===== src/rtl/vio_pkg.sv =====
package vio_pkg;

    localparam int VIO_AW = 8;

    localparam logic [VIO_AW-1:0] OFF_HOST_FEAT  = 8'h00;
    localparam logic [VIO_AW-1:0] OFF_GUEST_FEAT = 8'h04;
    localparam logic [VIO_AW-1:0] OFF_PAGE       = 8'h08;
    localparam logic [VIO_AW-1:0] OFF_QSIZE      = 8'h0C;
    localparam logic [VIO_AW-1:0] OFF_QSEL       = 8'h0E;
    localparam logic [VIO_AW-1:0] OFF_NOTIFY     = 8'h10;
    localparam logic [VIO_AW-1:0] OFF_STATUS     = 8'h12;
    localparam logic [VIO_AW-1:0] OFF_ISR        = 8'h13;
    localparam logic [VIO_AW-1:0] OFF_CFG_BASE   = 8'h14;

    localparam int STATUS_DRV_OK_BIT = 2;

    typedef enum logic [2:0] {
        ST_IDLE,
        ST_SETUP,
        ST_READY,
        ST_LIVE,
        ST_RESET
    } dev_state_t;

endpackage


===== src/rtl/vio_feat_neg.sv =====
module vio_feat_neg #(
    parameter logic [31:0] HOST_FEAT  = 32'h0000_0021,
    parameter logic [31:0] MIN_FEAT   = 32'h0000_0020,
    parameter int          NOTIFY_BIT = 24,
    parameter int          BAD_BIT    = 30
) (
    input  logic        clk,
    input  logic        rst_n,
    input  logic        wr_i,
    input  logic        clr_i,
    input  logic [31:0] wdata_i,
    output logic [31:0] host_rd_o,
    output logic [31:0] guest_o
);
    localparam logic [31:0] ADVERTISED = HOST_FEAT | (32'd1 << NOTIFY_BIT);
    localparam logic [31:0] BAD_MASK   = 32'd1 << BAD_BIT;

    logic [31:0] guest_q;
    logic [31:0] accepted;

    always_comb begin
        if ((wdata_i & ~ADVERTISED) == 32'd0)
            accepted = wdata_i;
        else if ((wdata_i & BAD_MASK) != 32'd0)
            accepted = MIN_FEAT;
        else
            accepted = wdata_i & ADVERTISED;
    end

    always_ff @(posedge clk or negedge rst_n) begin
        if (!rst_n)
            guest_q <= '0;
        else if (clr_i)
            guest_q <= '0;
        else if (wr_i)
            guest_q <= accepted;
    end

    assign host_rd_o = ADVERTISED | BAD_MASK;
    assign guest_o   = guest_q;

    // whatever is stored never carries the bad-feature bit
    a_r2_no_bad_bit: assert property (@(posedge clk) disable iff (!rst_n)
        wr_i && !clr_i && ((MIN_FEAT & BAD_MASK) == 32'd0) |=> ((guest_o & BAD_MASK) == 32'd0));
endmodule


===== src/rtl/vio_queue_slot.sv =====
module vio_queue_slot #(
    parameter int QSIZE      = 256,
    parameter int PAGE_SHIFT = 12
) (
    input  logic        clk,
    input  logic        rst_n,
    input  logic        wr_i,
    input  logic        clr_i,
    input  logic [31:0] page_i,
    output logic [31:0] page_o,
    output logic [15:0] size_o,
    output logic        active_o,
    output logic [63:0] desc_o,
    output logic [63:0] avail_o,
    output logic [63:0] used_o
);
    localparam logic [63:0] DESC_BYTES  = 64'(16 * QSIZE);
    localparam logic [63:0] AVAIL_BYTES = 64'(4 + 2 * QSIZE);
    localparam logic [63:0] PAGE_BYTES  = 64'd1 << PAGE_SHIFT;
    localparam logic [63:0] PAGE_MASK   = ~(PAGE_BYTES - 64'd1);

    logic [31:0] page_q;
    logic [63:0] used_raw;

    always_ff @(posedge clk or negedge rst_n) begin
        if (!rst_n)
            page_q <= '0;
        else if (clr_i)
            page_q <= '0;
        else if (wr_i)
            page_q <= page_i;
    end

    assign desc_o   = {32'd0, page_q} << PAGE_SHIFT;
    assign avail_o  = desc_o + DESC_BYTES;
    assign used_raw = avail_o + AVAIL_BYTES + PAGE_BYTES - 64'd1;
    assign used_o   = used_raw & PAGE_MASK;
    assign page_o   = page_q;
    assign size_o   = 16'(QSIZE);
    assign active_o = (page_q != 32'd0);

    // the used ring always starts on a page boundary past the avail ring
    a_r4_used_aligned: assert property (@(posedge clk) disable iff (!rst_n)
        active_o |-> ((used_o & ~PAGE_MASK) == 64'd0) && (used_o > avail_o));
endmodule


===== src/rtl/vio_isr.sv =====
module vio_isr #(
    parameter int ISR_W = 8
) (
    input  logic             clk,
    input  logic             rst_n,
    input  logic [ISR_W-1:0] cause_i,
    input  logic             rd_i,
    input  logic             clr_i,
    output logic [ISR_W-1:0] isr_o,
    output logic             irq_o
);
    logic [ISR_W-1:0] isr_q;
    logic             irq_q;

    always_ff @(posedge clk or negedge rst_n) begin
        if (!rst_n) begin
            isr_q <= '0;
            irq_q <= 1'b0;
        end else if (clr_i) begin
            isr_q <= '0;
            irq_q <= 1'b0;
        end else if (rd_i) begin
            isr_q <= cause_i;
            irq_q <= |cause_i;
        end else begin
            isr_q <= isr_q | cause_i;
            if (|cause_i)
                irq_q <= 1'b1;
        end
    end

    assign isr_o = isr_q;
    assign irq_o = irq_q;

    // a raised cause lands in the status and lifts the line
    a_r6_raise_sets: assert property (@(posedge clk) disable iff (!rst_n)
        (!clr_i && !rd_i && (cause_i != '0)) |=> (irq_o && ((isr_o & $past(cause_i)) == $past(cause_i))));

    // after a read only the causes of the read cycle remain
    a_r7_read_clears: assert property (@(posedge clk) disable iff (!rst_n)
        (rd_i && !clr_i) |=> (isr_o == $past(cause_i)));

    // soft reset drops the line
    a_r9_clr_lowers: assert property (@(posedge clk) disable iff (!rst_n)
        clr_i |=> (!irq_o && (isr_o == '0)));
endmodule


===== src/rtl/vio_port_regfile.sv =====
module vio_port_regfile
    import vio_pkg::*;
#(
    parameter int          NQ          = 3,
    parameter int          QSIZE_LOG2  = 8,
    parameter int          PAGE_SHIFT  = 12,
    parameter int          ISR_W       = 8,
    parameter int          ADDR_W      = VIO_AW,
    parameter logic [31:0] HOST_FEAT   = 32'h0000_0021,
    parameter logic [31:0] MIN_FEAT    = 32'h0000_0020,
    parameter int          NOTIFY_BIT  = 24,
    parameter int          BAD_BIT     = 30
) (
    input  logic              clk,
    input  logic              rst_n,
    input  logic              req_i,
    input  logic              we_i,
    input  logic [ADDR_W-1:0] addr_i,
    input  logic [1:0]        size_i,
    input  logic [31:0]       wdata_i,
    output logic              rvalid_o,
    output logic [31:0]       rdata_o,
    input  logic [ISR_W-1:0]  irq_cause_i,
    output logic              irq_o,
    output logic [31:0]       guest_feat_o,
    output logic              dev_reset_o,
    output logic              ready_o,
    output logic              busmaster_o,
    output logic [NQ-1:0]     notify_o,
    output logic [63:0]       notify_desc_o,
    output logic [63:0]       notify_avail_o,
    output logic [63:0]       notify_used_o,
    output logic              cfg_req_o,
    output logic              cfg_we_o,
    output logic [ADDR_W-1:0] cfg_addr_o,
    output logic [1:0]        cfg_size_o,
    output logic [31:0]       cfg_wdata_o,
    input  logic [31:0]       cfg_rdata_i
);
    localparam int QW = (NQ > 1) ? $clog2(NQ) : 1;
    localparam logic [15:0] NQ16 = 16'(NQ);
    localparam logic [ADDR_W-1:0] A_HOST  = ADDR_W'(OFF_HOST_FEAT);
    localparam logic [ADDR_W-1:0] A_GUEST = ADDR_W'(OFF_GUEST_FEAT);
    localparam logic [ADDR_W-1:0] A_PAGE  = ADDR_W'(OFF_PAGE);
    localparam logic [ADDR_W-1:0] A_QSIZE = ADDR_W'(OFF_QSIZE);
    localparam logic [ADDR_W-1:0] A_QSEL  = ADDR_W'(OFF_QSEL);
    localparam logic [ADDR_W-1:0] A_NOTIF = ADDR_W'(OFF_NOTIFY);
    localparam logic [ADDR_W-1:0] A_STAT  = ADDR_W'(OFF_STATUS);
    localparam logic [ADDR_W-1:0] A_ISR   = ADDR_W'(OFF_ISR);
    localparam logic [ADDR_W-1:0] A_CFG   = ADDR_W'(OFF_CFG_BASE);

    // access decode
    logic rd, wr, in_cfg;
    logic wr_guest, wr_page, wr_sel, wr_notify, wr_status, rd_isr;
    logic soft_rst;

    assign rd        = req_i && !we_i;
    assign wr        = req_i && we_i;
    assign in_cfg    = (addr_i >= A_CFG);
    assign wr_guest  = wr && (addr_i == A_GUEST);
    assign wr_page   = wr && (addr_i == A_PAGE);
    assign wr_sel    = wr && (addr_i == A_QSEL);
    assign wr_notify = wr && (addr_i == A_NOTIF);
    assign wr_status = wr && (addr_i == A_STAT);
    assign rd_isr    = rd && (addr_i == A_ISR);
    assign soft_rst  = (wr_status && (wdata_i[7:0] == 8'd0)) ||
                       (wr_page && (wdata_i == 32'd0));

    // config window pass-through
    assign cfg_req_o   = req_i && in_cfg;
    assign cfg_we_o    = we_i;
    assign cfg_addr_o  = addr_i - A_CFG;
    assign cfg_size_o  = size_i;
    assign cfg_wdata_o = wdata_i;

    // selector and status
    logic [15:0] sel_q;
    logic [7:0]  status_q;
    logic [QW-1:0] sel_idx;

    assign sel_idx = sel_q[QW-1:0];

    always_ff @(posedge clk or negedge rst_n) begin
        if (!rst_n) begin
            sel_q    <= '0;
            status_q <= '0;
        end else if (soft_rst) begin
            sel_q    <= '0;
            status_q <= '0;
        end else begin
            if (wr_sel && (wdata_i[15:0] < NQ16))
                sel_q <= wdata_i[15:0];
            if (wr_status)
                status_q <= wdata_i[7:0];
        end
    end

    // feature negotiation
    logic [31:0] host_rd;

    vio_feat_neg #(
        .HOST_FEAT (HOST_FEAT),
        .MIN_FEAT  (MIN_FEAT),
        .NOTIFY_BIT(NOTIFY_BIT),
        .BAD_BIT   (BAD_BIT)
    ) u_feat (
        .clk      (clk),
        .rst_n    (rst_n),
        .wr_i     (wr_guest),
        .clr_i    (soft_rst),
        .wdata_i  (wdata_i),
        .host_rd_o(host_rd),
        .guest_o  (guest_feat_o)
    );

    // interrupt status
    logic [ISR_W-1:0] isr_val;

    vio_isr #(.ISR_W(ISR_W)) u_isr (
        .clk    (clk),
        .rst_n  (rst_n),
        .cause_i(irq_cause_i),
        .rd_i   (rd_isr),
        .clr_i  (soft_rst),
        .isr_o  (isr_val),
        .irq_o  (irq_o)
    );

    // queue slots
    logic [31:0] q_page   [NQ];
    logic [15:0] q_size   [NQ];
    logic        q_active [NQ];
    logic [63:0] q_desc   [NQ];
    logic [63:0] q_avail  [NQ];
    logic [63:0] q_used   [NQ];

    for (genvar gi = 0; gi < NQ; gi++) begin : g_queue
        localparam int QS = 1 << (QSIZE_LOG2 - gi);
        vio_queue_slot #(
            .QSIZE     (QS),
            .PAGE_SHIFT(PAGE_SHIFT)
        ) u_slot (
            .clk     (clk),
            .rst_n   (rst_n),
            .wr_i    (wr_page && (sel_q == 16'(gi))),
            .clr_i   (soft_rst),
            .page_i  (wdata_i),
            .page_o  (q_page[gi]),
            .size_o  (q_size[gi]),
            .active_o(q_active[gi]),
            .desc_o  (q_desc[gi]),
            .avail_o (q_avail[gi]),
            .used_o  (q_used[gi])
        );
    end

    // notify forwarding
    logic [15:0]   notify_num;
    logic [QW-1:0] notify_idx;
    logic          notify_ok;

    assign notify_num = wdata_i[15:0];
    assign notify_idx = notify_num[QW-1:0];
    assign notify_ok  = wr_notify && (notify_num < NQ16) && q_active[notify_idx];

    always_ff @(posedge clk or negedge rst_n) begin
        if (!rst_n) begin
            notify_o       <= '0;
            notify_desc_o  <= '0;
            notify_avail_o <= '0;
            notify_used_o  <= '0;
        end else begin
            notify_o <= notify_ok ? (NQ'(1) << notify_idx) : '0;
            if (notify_ok) begin
                notify_desc_o  <= q_desc[notify_idx];
                notify_avail_o <= q_avail[notify_idx];
                notify_used_o  <= q_used[notify_idx];
            end
        end
    end

    // read path
    logic [31:0] rd_mux;

    always_comb begin
        if (in_cfg)                 rd_mux = cfg_rdata_i;
        else if (addr_i == A_HOST)  rd_mux = host_rd;
        else if (addr_i == A_GUEST) rd_mux = guest_feat_o;
        else if (addr_i == A_PAGE)  rd_mux = q_page[sel_idx];
        else if (addr_i == A_QSIZE) rd_mux = {16'd0, q_size[sel_idx]};
        else if (addr_i == A_QSEL)  rd_mux = {16'd0, sel_q};
        else if (addr_i == A_STAT)  rd_mux = {24'd0, status_q};
        else if (addr_i == A_ISR)   rd_mux = 32'(isr_val);
        else                        rd_mux = 32'hFFFF_FFFF;
    end

    always_ff @(posedge clk or negedge rst_n) begin
        if (!rst_n) begin
            rvalid_o <= 1'b0;
            rdata_o  <= '0;
        end else begin
            rvalid_o <= rd;
            if (rd)
                rdata_o <= rd_mux;
        end
    end

    // lifecycle state machine
    dev_state_t state_q, state_d;
    logic       drv_ok_new;

    assign drv_ok_new = wdata_i[STATUS_DRV_OK_BIT];

    always_ff @(posedge clk or negedge rst_n) begin
        if (!rst_n)
            state_q <= ST_IDLE;
        else
            state_q <= state_d;
    end

    always_comb begin
        state_d = state_q;
        if (soft_rst)
            state_d = ST_RESET;
        else if (wr_status) begin
            if (drv_ok_new && !status_q[STATUS_DRV_OK_BIT])
                state_d = ST_READY;
            else if (drv_ok_new)
                state_d = ST_LIVE;
            else
                state_d = ST_SETUP;
        end else begin
            unique case (state_q)
                ST_IDLE:  state_d = ST_IDLE;
                ST_SETUP: state_d = ST_SETUP;
                ST_READY: state_d = ST_LIVE;
                ST_LIVE:  state_d = ST_LIVE;
                ST_RESET: state_d = ST_IDLE;
                default:  state_d = ST_IDLE;
            endcase
        end
    end

    always_comb begin
        dev_reset_o = 1'b0;
        ready_o     = 1'b0;
        unique case (state_q)
            ST_READY: ready_o     = 1'b1;
            ST_RESET: dev_reset_o = 1'b1;
            default: ;
        endcase
    end

    always_ff @(posedge clk or negedge rst_n) begin
        if (!rst_n)
            busmaster_o <= 1'b0;
        else if (state_d == ST_READY)
            busmaster_o <= 1'b1;
    end

    // assertions
    a_r3_sel_in_range: assert property (@(posedge clk) disable iff (!rst_n)
        sel_q < NQ16);

    a_r5_notify_onehot: assert property (@(posedge clk) disable iff (!rst_n)
        $onehot0(notify_o));

    a_r5_notify_needs_write: assert property (@(posedge clk) disable iff (!rst_n)
        !wr_notify |=> (notify_o == '0));

    a_r8_ready_single: assert property (@(posedge clk) disable iff (!rst_n)
        ready_o |=> !ready_o);

    a_r8_ready_busmaster: assert property (@(posedge clk) disable iff (!rst_n)
        ready_o |-> busmaster_o);

    a_r9_reset_quiet: assert property (@(posedge clk) disable iff (!rst_n)
        dev_reset_o |-> (!irq_o && (guest_feat_o == 32'd0)));

    a_r11_read_latency: assert property (@(posedge clk) disable iff (!rst_n)
        rd |=> rvalid_o);
endmodule


===== config.mk =====
export PLATFORM = sky130hd
export DESIGN_NAME = vio_port_regfile
export DESIGN_NICKNAME = d
export VERILOG_FILES = /design/src/rtl/vio_pkg.sv /design/src/rtl/vio_feat_neg.sv /design/src/rtl/vio_queue_slot.sv /design/src/rtl/vio_isr.sv /design/src/rtl/vio_port_regfile.sv
export SDC_FILE = /design/constraint.sdc
export NUM_CORES = 1
export LEC_CHECK = 0
export ABC_AREA = 0
export CAP_MARGIN = 25
export CORE_MARGIN = 2
export CORE_UTILIZATION = 50
export DETAILED_ROUTE_END_ITERATION = 6
export DONT_BUFFER_PORTS = 1
export GPL_ROUTABILITY_DRIVEN = 0
export GPL_TIMING_DRIVEN = 0
export PLACE_DENSITY = 0.73
export REMOVE_ABC_BUFFERS = 1
export SYNTH_ARGS = -nofsm -noshare
export SYNTH_HDL_FRONTEND = slang
export SYNTH_SLANG_ARGS = --single-unit
export TNS_END_PERCENT = 100

===== constraint.sdc =====
create_clock -name clk -period 7.95 [get_ports clk]
set_input_delay 0.795 -clock clk [delete_from_list [all_inputs] [get_ports clk]]
set_output_delay 0.795 -clock clk [all_outputs]
set_load 0.05 [all_outputs]

Yosys cells after proc, flatten, opt, wreduce, memory -nomap -nowiden:

Index checks and enable logic that the tools add are counted.
W data, S select, Z words.

* flip-flop bits (word level): 393
* output and inout bits: 308
* logic and storage cells: 142

* $add $sub $neg: 13
* order comparisons: 4
* equality and inequality tests: 14
* shift operators: 1
* multiplexer cells: 53
* bitwise logic cells: 3
* reduce and logical (&&, ||, !) cells: 38

Operators by type and width (number)
* $mux W32: 19
* $bmux W64 S2: 3
* $mux W64: 6
* $add A64 B13 Y64 const B: 3
* $sub A64 B1 Y64 const B: 3
* $reduce_bool A32 Y1: 3
* $add A64 B10 Y64 const B: 1
* $add A64 B8 Y64 const B: 1
* $add A64 B9 Y64 const B: 1
* $bmux W32 S2: 1
* $logic_not A32 Y1: 2
* $mux W16: 4
* $add A44 B11 Y45 const B: 1
* $add A44 B12 Y45 const B: 1
* $add A44 B13 Y45 const B: 1
* $bmux W16 S2: 1
* $mux W8: 4
* $mux W25: 1
* $eq A8 B4 Y1 const B: 3
* $eq A8 B5 Y1 const B: 3
* $logic_and A1 B1 Y1: 18
* $eq A16 B1 Y1 const B: 1
* $eq A16 B2 Y1 const B: 1
* $logic_not A16 Y1: 1
* 23 further kinds: 43

Logic depth before layout (Yosys ltp):

* depth after elaboration: 9
* mapped depth: 12
* depth with buffers taken out: 10

Hierarchy:

From an unflattened synthesis, not the netlist that was laid out.

* cell total of the unflattened synthesis: 3391
* area, all modules: 28832.7 um^2

By module, submodules not included
* vio_port_regfile: times used 1, cells an instance 1949, area an instance 16156.7 um^2, seq. area each 6406.1 um^2
* vio_queue_slot at g_queue[0].u_slot: times used 1, cells an instance 518, area an instance 4242.8 um^2, seq. area each 800.8 um^2
* vio_queue_slot at g_queue[2].u_slot: times used 1, cells an instance 397, area an instance 3375.7 um^2, seq. area each 800.8 um^2
* vio_queue_slot at g_queue[1].u_slot: times used 1, cells an instance 384, area an instance 3353.2 um^2, seq. area each 800.8 um^2
* vio_feat_neg: times used 1, cells an instance 105, area an instance 1310.0 um^2, seq. area each 800.8 um^2
* vio_isr: times used 1, cells an instance 38, area an instance 394.1 um^2, seq. area each 225.2 um^2

Least setup slack after synthesis:

OpenSTA, ideal clock, no wires.

* kind: input to output
* start: input port addr_i[2]
* end: output port cfg_req_o
* arrival time: 2.721 ns
* data required time: 7.155 ns
* slack: 4.434 ns
* stages on the path: 8
* path buffers: 2
* cell sequence: inv_1 ha_1 inv_1 a21oi_1 o21ai_0 clkbuf_1 clkbuf_1 and2_1

* word-level cells in the longest chain between the ends: 2

RTL lines
* from (decl): RTL line vio_port_regfile.sv:18 `input logic [ADDR_W-1:0] addr_i,`
* $ge A8 B5 Y1: RTL line vio_port_regfile.sv:59 `assign in_cfg = (addr_i >= A_CFG);`
* $logic_and A1 B1 Y1: RTL line vio_port_regfile.sv:70 `assign cfg_req_o = req_i && in_cfg;`
* to (decl): RTL line vio_port_regfile.sv:33 `output logic cfg_req_o,`

No other way between the ends.

Final worst setup path:

* start: register g_queue[1].u_slot.page_q[0]
* end: register notify_used_o[42]

* word-level cells in the longest chain between the ends: 7
* elaborated cells between the ends (all ways): 12
* classes of those cells: 4 x add/sub; 6 x mux; 2 x reduce/logical

RTL lines
* from (decl): RTL line vio_queue_slot.sv:22 `logic [31:0] page_q;`
* from (signal assigned): RTL line vio_queue_slot.sv:31 `page_q <= page_i;`
* $add A44 B12 Y45: RTL line vio_queue_slot.sv:35 `assign avail_o = desc_o + DESC_BYTES;`
* $add A64 B9 Y64: RTL line vio_queue_slot.sv:36 `assign used_raw = avail_o + AVAIL_BYTES + PAGE_BYTES - 64'd1;`
* $add A64 B13 Y64: RTL line vio_queue_slot.sv:36
* $sub A64 B1 Y64: RTL line vio_queue_slot.sv:36
* $bmux W64 S2: RTL line vio_port_regfile.sv:177 `notify_used_o <= q_used[notify_idx];`
* $mux W64 (implied by the code) (2 in a row): RTL line vio_port_regfile.sv:177
* to (signal assigned): RTL line vio_port_regfile.sv:177
* to (decl): RTL line vio_port_regfile.sv:32 `output logic [63:0] notify_used_o,`

Parallel ways exist; a longest one is shown, timed or not. The select of a mux whose other input is x is not followed.
A chain may end at the register's enable or synchronous reset.

==> reports/qor.yml <==
syn_area_per_cell_um2: 8.54
seq_area_um2: 7560
yosys.area.top_type: "dfrtp_1"
fin_ws_ns: 3.76
grt_overflow: 0
synth_edf_count: 0
vias_per_cell: 6.58
max_freq_ghz: 0.239
synth_cells: 2178
min_period_ns: 4.19
clock-sinks: 302
synthTopCellsByArea: "dfrtp_1 (41%), nand2_1 (5.6%), mux2i_1 (5.3%), buf_4 (5.2%), o21ai_0 (4.7%)"
dieWidth_um: 197
multi_input_area_um2: 9620
cp-start-kind: "flip-flop"
hp-class: "primary input to asynchronous set/reset pin"
clockRootBuffer: "clkbuf_16"
timing.final.crit_share: 0.527
wl_per_cell_um: 25.1
critPathRequiredTime_ns: 8.41
cp-end-kind: "flip-flop"
floorplan.initialDensity: 0.508
max-slew-margin-rel: 0.285
slew_viol_final: 0
fillers: 3295
top_layer: "met4"
ys.flop_type: "dfrtp_1"
worst_pin_slew_ns: 1.07
fp.dieArea_um2: 38800
antenna_found_initial: 2
crit_type: "flip-flop to flip-flop"
wl_um: 62700
ys_ff_latch: 302
vias: 16400
fin_tns_setup_ns: 0
met2_length_um: 27800
skew_ns: 0.0299
drive_gt1_frac: 0.0631
vdd_ir_drop_max_uv: 109
ys_types: 74
syn_area_um2: 18600
cts_hold_buf: 1
pre_cts_ws_ns: 3.48
status: "finished with violations"
setup_viol: 0
cts_resized: 0
drv_cap: 0
drt_first_iter_violations: 2318
hold_viol_final: 0
postCtsSetupRepairBufs: 0
rrSetupSlack_ns: 3.76
clk_latency_ns: 0.55
failed_checks: "design-rule violations"
grt_max_degree: 303
die_y_um: 197
synth_top_area_frac: 0.406
path_max_fanout: 83
numCtsBuffers: 36
ioPinCount: 394
crit_arrival_ns: 4.64
final_nets: 2101
synth_async_sr_flop_share: 1.00
utilization: 0.535
area_growth_pct: 5.30
wl_met3_um: 8470
postRouteAntennaNets: 0
grt_pass1_wl_um: 95500
dr.pass1.iters: 7
tritoncts: "yes"
grt.total_usage: 0.318
final_common_cell: "dfrtp_1"
cts-htree-levels: 2
ys_seq_area_frac: 0.406
wl_met1_um: 23400
hpwlAfterDp_um: 43400
leakage_uw: 0.00821
core_um2: 36600
io_buffers: 0
fp-row-count: 70
mostFrequentLayoutCells: "dfrtp_1 (300), nand2_1 (276), nor2_1 (188), o21ai_0 (174), mux2i_1 (99)"
total_power_uw: 3720
rsz0062_at_grt: "false"
p_per_area_nw_per_um2: 190
drc: 8
ys_warn_count: 0
fin_hold_ws_ns: 0.285
grt_pass1_vias: 15600
path_clk_slew_ns: 0.06
cts_buffer_depth: 3
## final timing paths
kind,from,endpoint,cells after the start
setup reg to reg,g_queue[1].u_slot.page_o[0],notify_used_o[42],11
min in group clk,wdata_i[30],u_feat.guest_o[0],1
hold / removal,rst_n,u_feat.guest_o[2],1
max in group asynchronous,rst_n,g_queue[1].u_slot.page_o[30],2
hold reg to reg,status_q[0],status_q[0],2
setup / recovery,g_queue[1].u_slot.page_o[0],notify_used_o[42],11
## layer usage
metal	vias to the layer above	GRT usage
li1	7164	-
met1	7855	0.412
met2	1193	0.482
met3	223	0.108
met4	0	0.145
met5	-	0
## cells in the mapped netlist, types with 3 or more instances
| cell type | n |
|---|---|
| dfrtp_1 | 302 |
| nand2_1 | 277 |
| nor2_1 | 191 |
| o21ai_0 | 175 |
| clkbuf_1 | 170 |
| buf_4 | 130 |
| mux2i_1 | 99 |
| a21oi_1 | 91 |
| and2_1 | 61 |
| xnor2_1 | 53 |
| xor2_1 | 53 |
| a222oi_1 | 51 |
| nand3_1 | 51 |
| nor4_1 | 47 |
| nand4_1 | 42 |
| a31oi_1 | 33 |
| nor3_1 | 30 |
| and3_1 | 27 |
| a221oi_1 | 26 |
| o211ai_1 | 26 |
| inv_1 | 23 |
| buf_1 | 18 |
| nand2b_1 | 18 |
| and4_1 | 16 |
| a211oi_1 | 15 |
| buf_2 | 14 |
| ha_1 | 12 |
| o21a_1 | 11 |
| o221ai_1 | 11 |
| a22oi_1 | 7 |
| or3_1 | 7 |
| or4_1 | 7 |
| or2_2 | 6 |
| a21o_1 | 5 |
| nor4b_1 | 5 |
| mux2_2 | 4 |
| nor2b_1 | 4 |
| o22ai_1 | 4 |
| o31a_1 | 4 |
| o31ai_1 | 4 |
| o21ai_1 | 3 |
## worst max-delay path: stages, from the launching register on
cell and delay, ns:
dfrtp_1 0.47, inv_1 0.14, ha_1 0.16, nor4b_1 0.61
nand4_1 0.34, nor4_1 0.84, or4_4 0.66, buf_16 0.34
a211oi_1 0.17, nand2b_1 0.12, mux2i_1 0.08, nor2_1 0.11
## sequential cells by signal, indices dropped and copies added, names as in the netlist
signal / count
busmaster_o: 1
g_queue.u_slot.page_o: 96
notify_avail_o: 35
notify_desc_o: 32
notify_o: 3
notify_used_o: 34
rdata_o: 32
rvalid_o: 1
sel_q: 16
state_q: 3
status_q: 8
u_feat.guest_o: 32
u_isr.irq_o: 1
u_isr.isr_o: 8
## cells by family after synthesis
logic type                 after synthesis  share of synthesized area
adders and majority gates               12                    0.00807
xor gates and xnor gates               106                     0.0499
AOI/OAI and AO/OA                      488                      0.170
and+or+nand+nor                        807                      0.210
buffers and inverters                  359                     0.0998
other                                    1                   0.000202
muxes                                  103                     0.0557
DFF                                    302                      0.406
## area by class of cell
class | instances | area share
Clock buffer | 50 | 0.0549
Sequential cell | 302 | 0.386
Multi-Input combinational cell | 1607 | 0.491
Timing Repair Buffer | 31 | 0.0234
Tap cell | 468 | 0.0299
Inverter | 25 | 0.00479
Antenna cell | 1 | 0.000128
Clock inverter | 14 | 0.00965
## report_power, final
part / total (uW) / internal [uW] / leakage [uW] / switching (uW)
clock: 1750 / 1080 / 0.000618 / 673
combinational: 282 / 54.6 / 0.00355 / 227
sequential: 1680 / 1560 / 0.00404 / 119
total: 3720 / 2700 / 0.00821 / 1020
## stage by stage
step / area, um^2 / instances
final: 19600 / 2498
after global routing: 19600 / 2498
after CTS: 19600 / 2495
after detailed placement: 18300 / 2430
after global placement: 17800 / 2402
after floorplan: 17200 / 1934
Note: power is estimated with default switching activity, not from simulation.
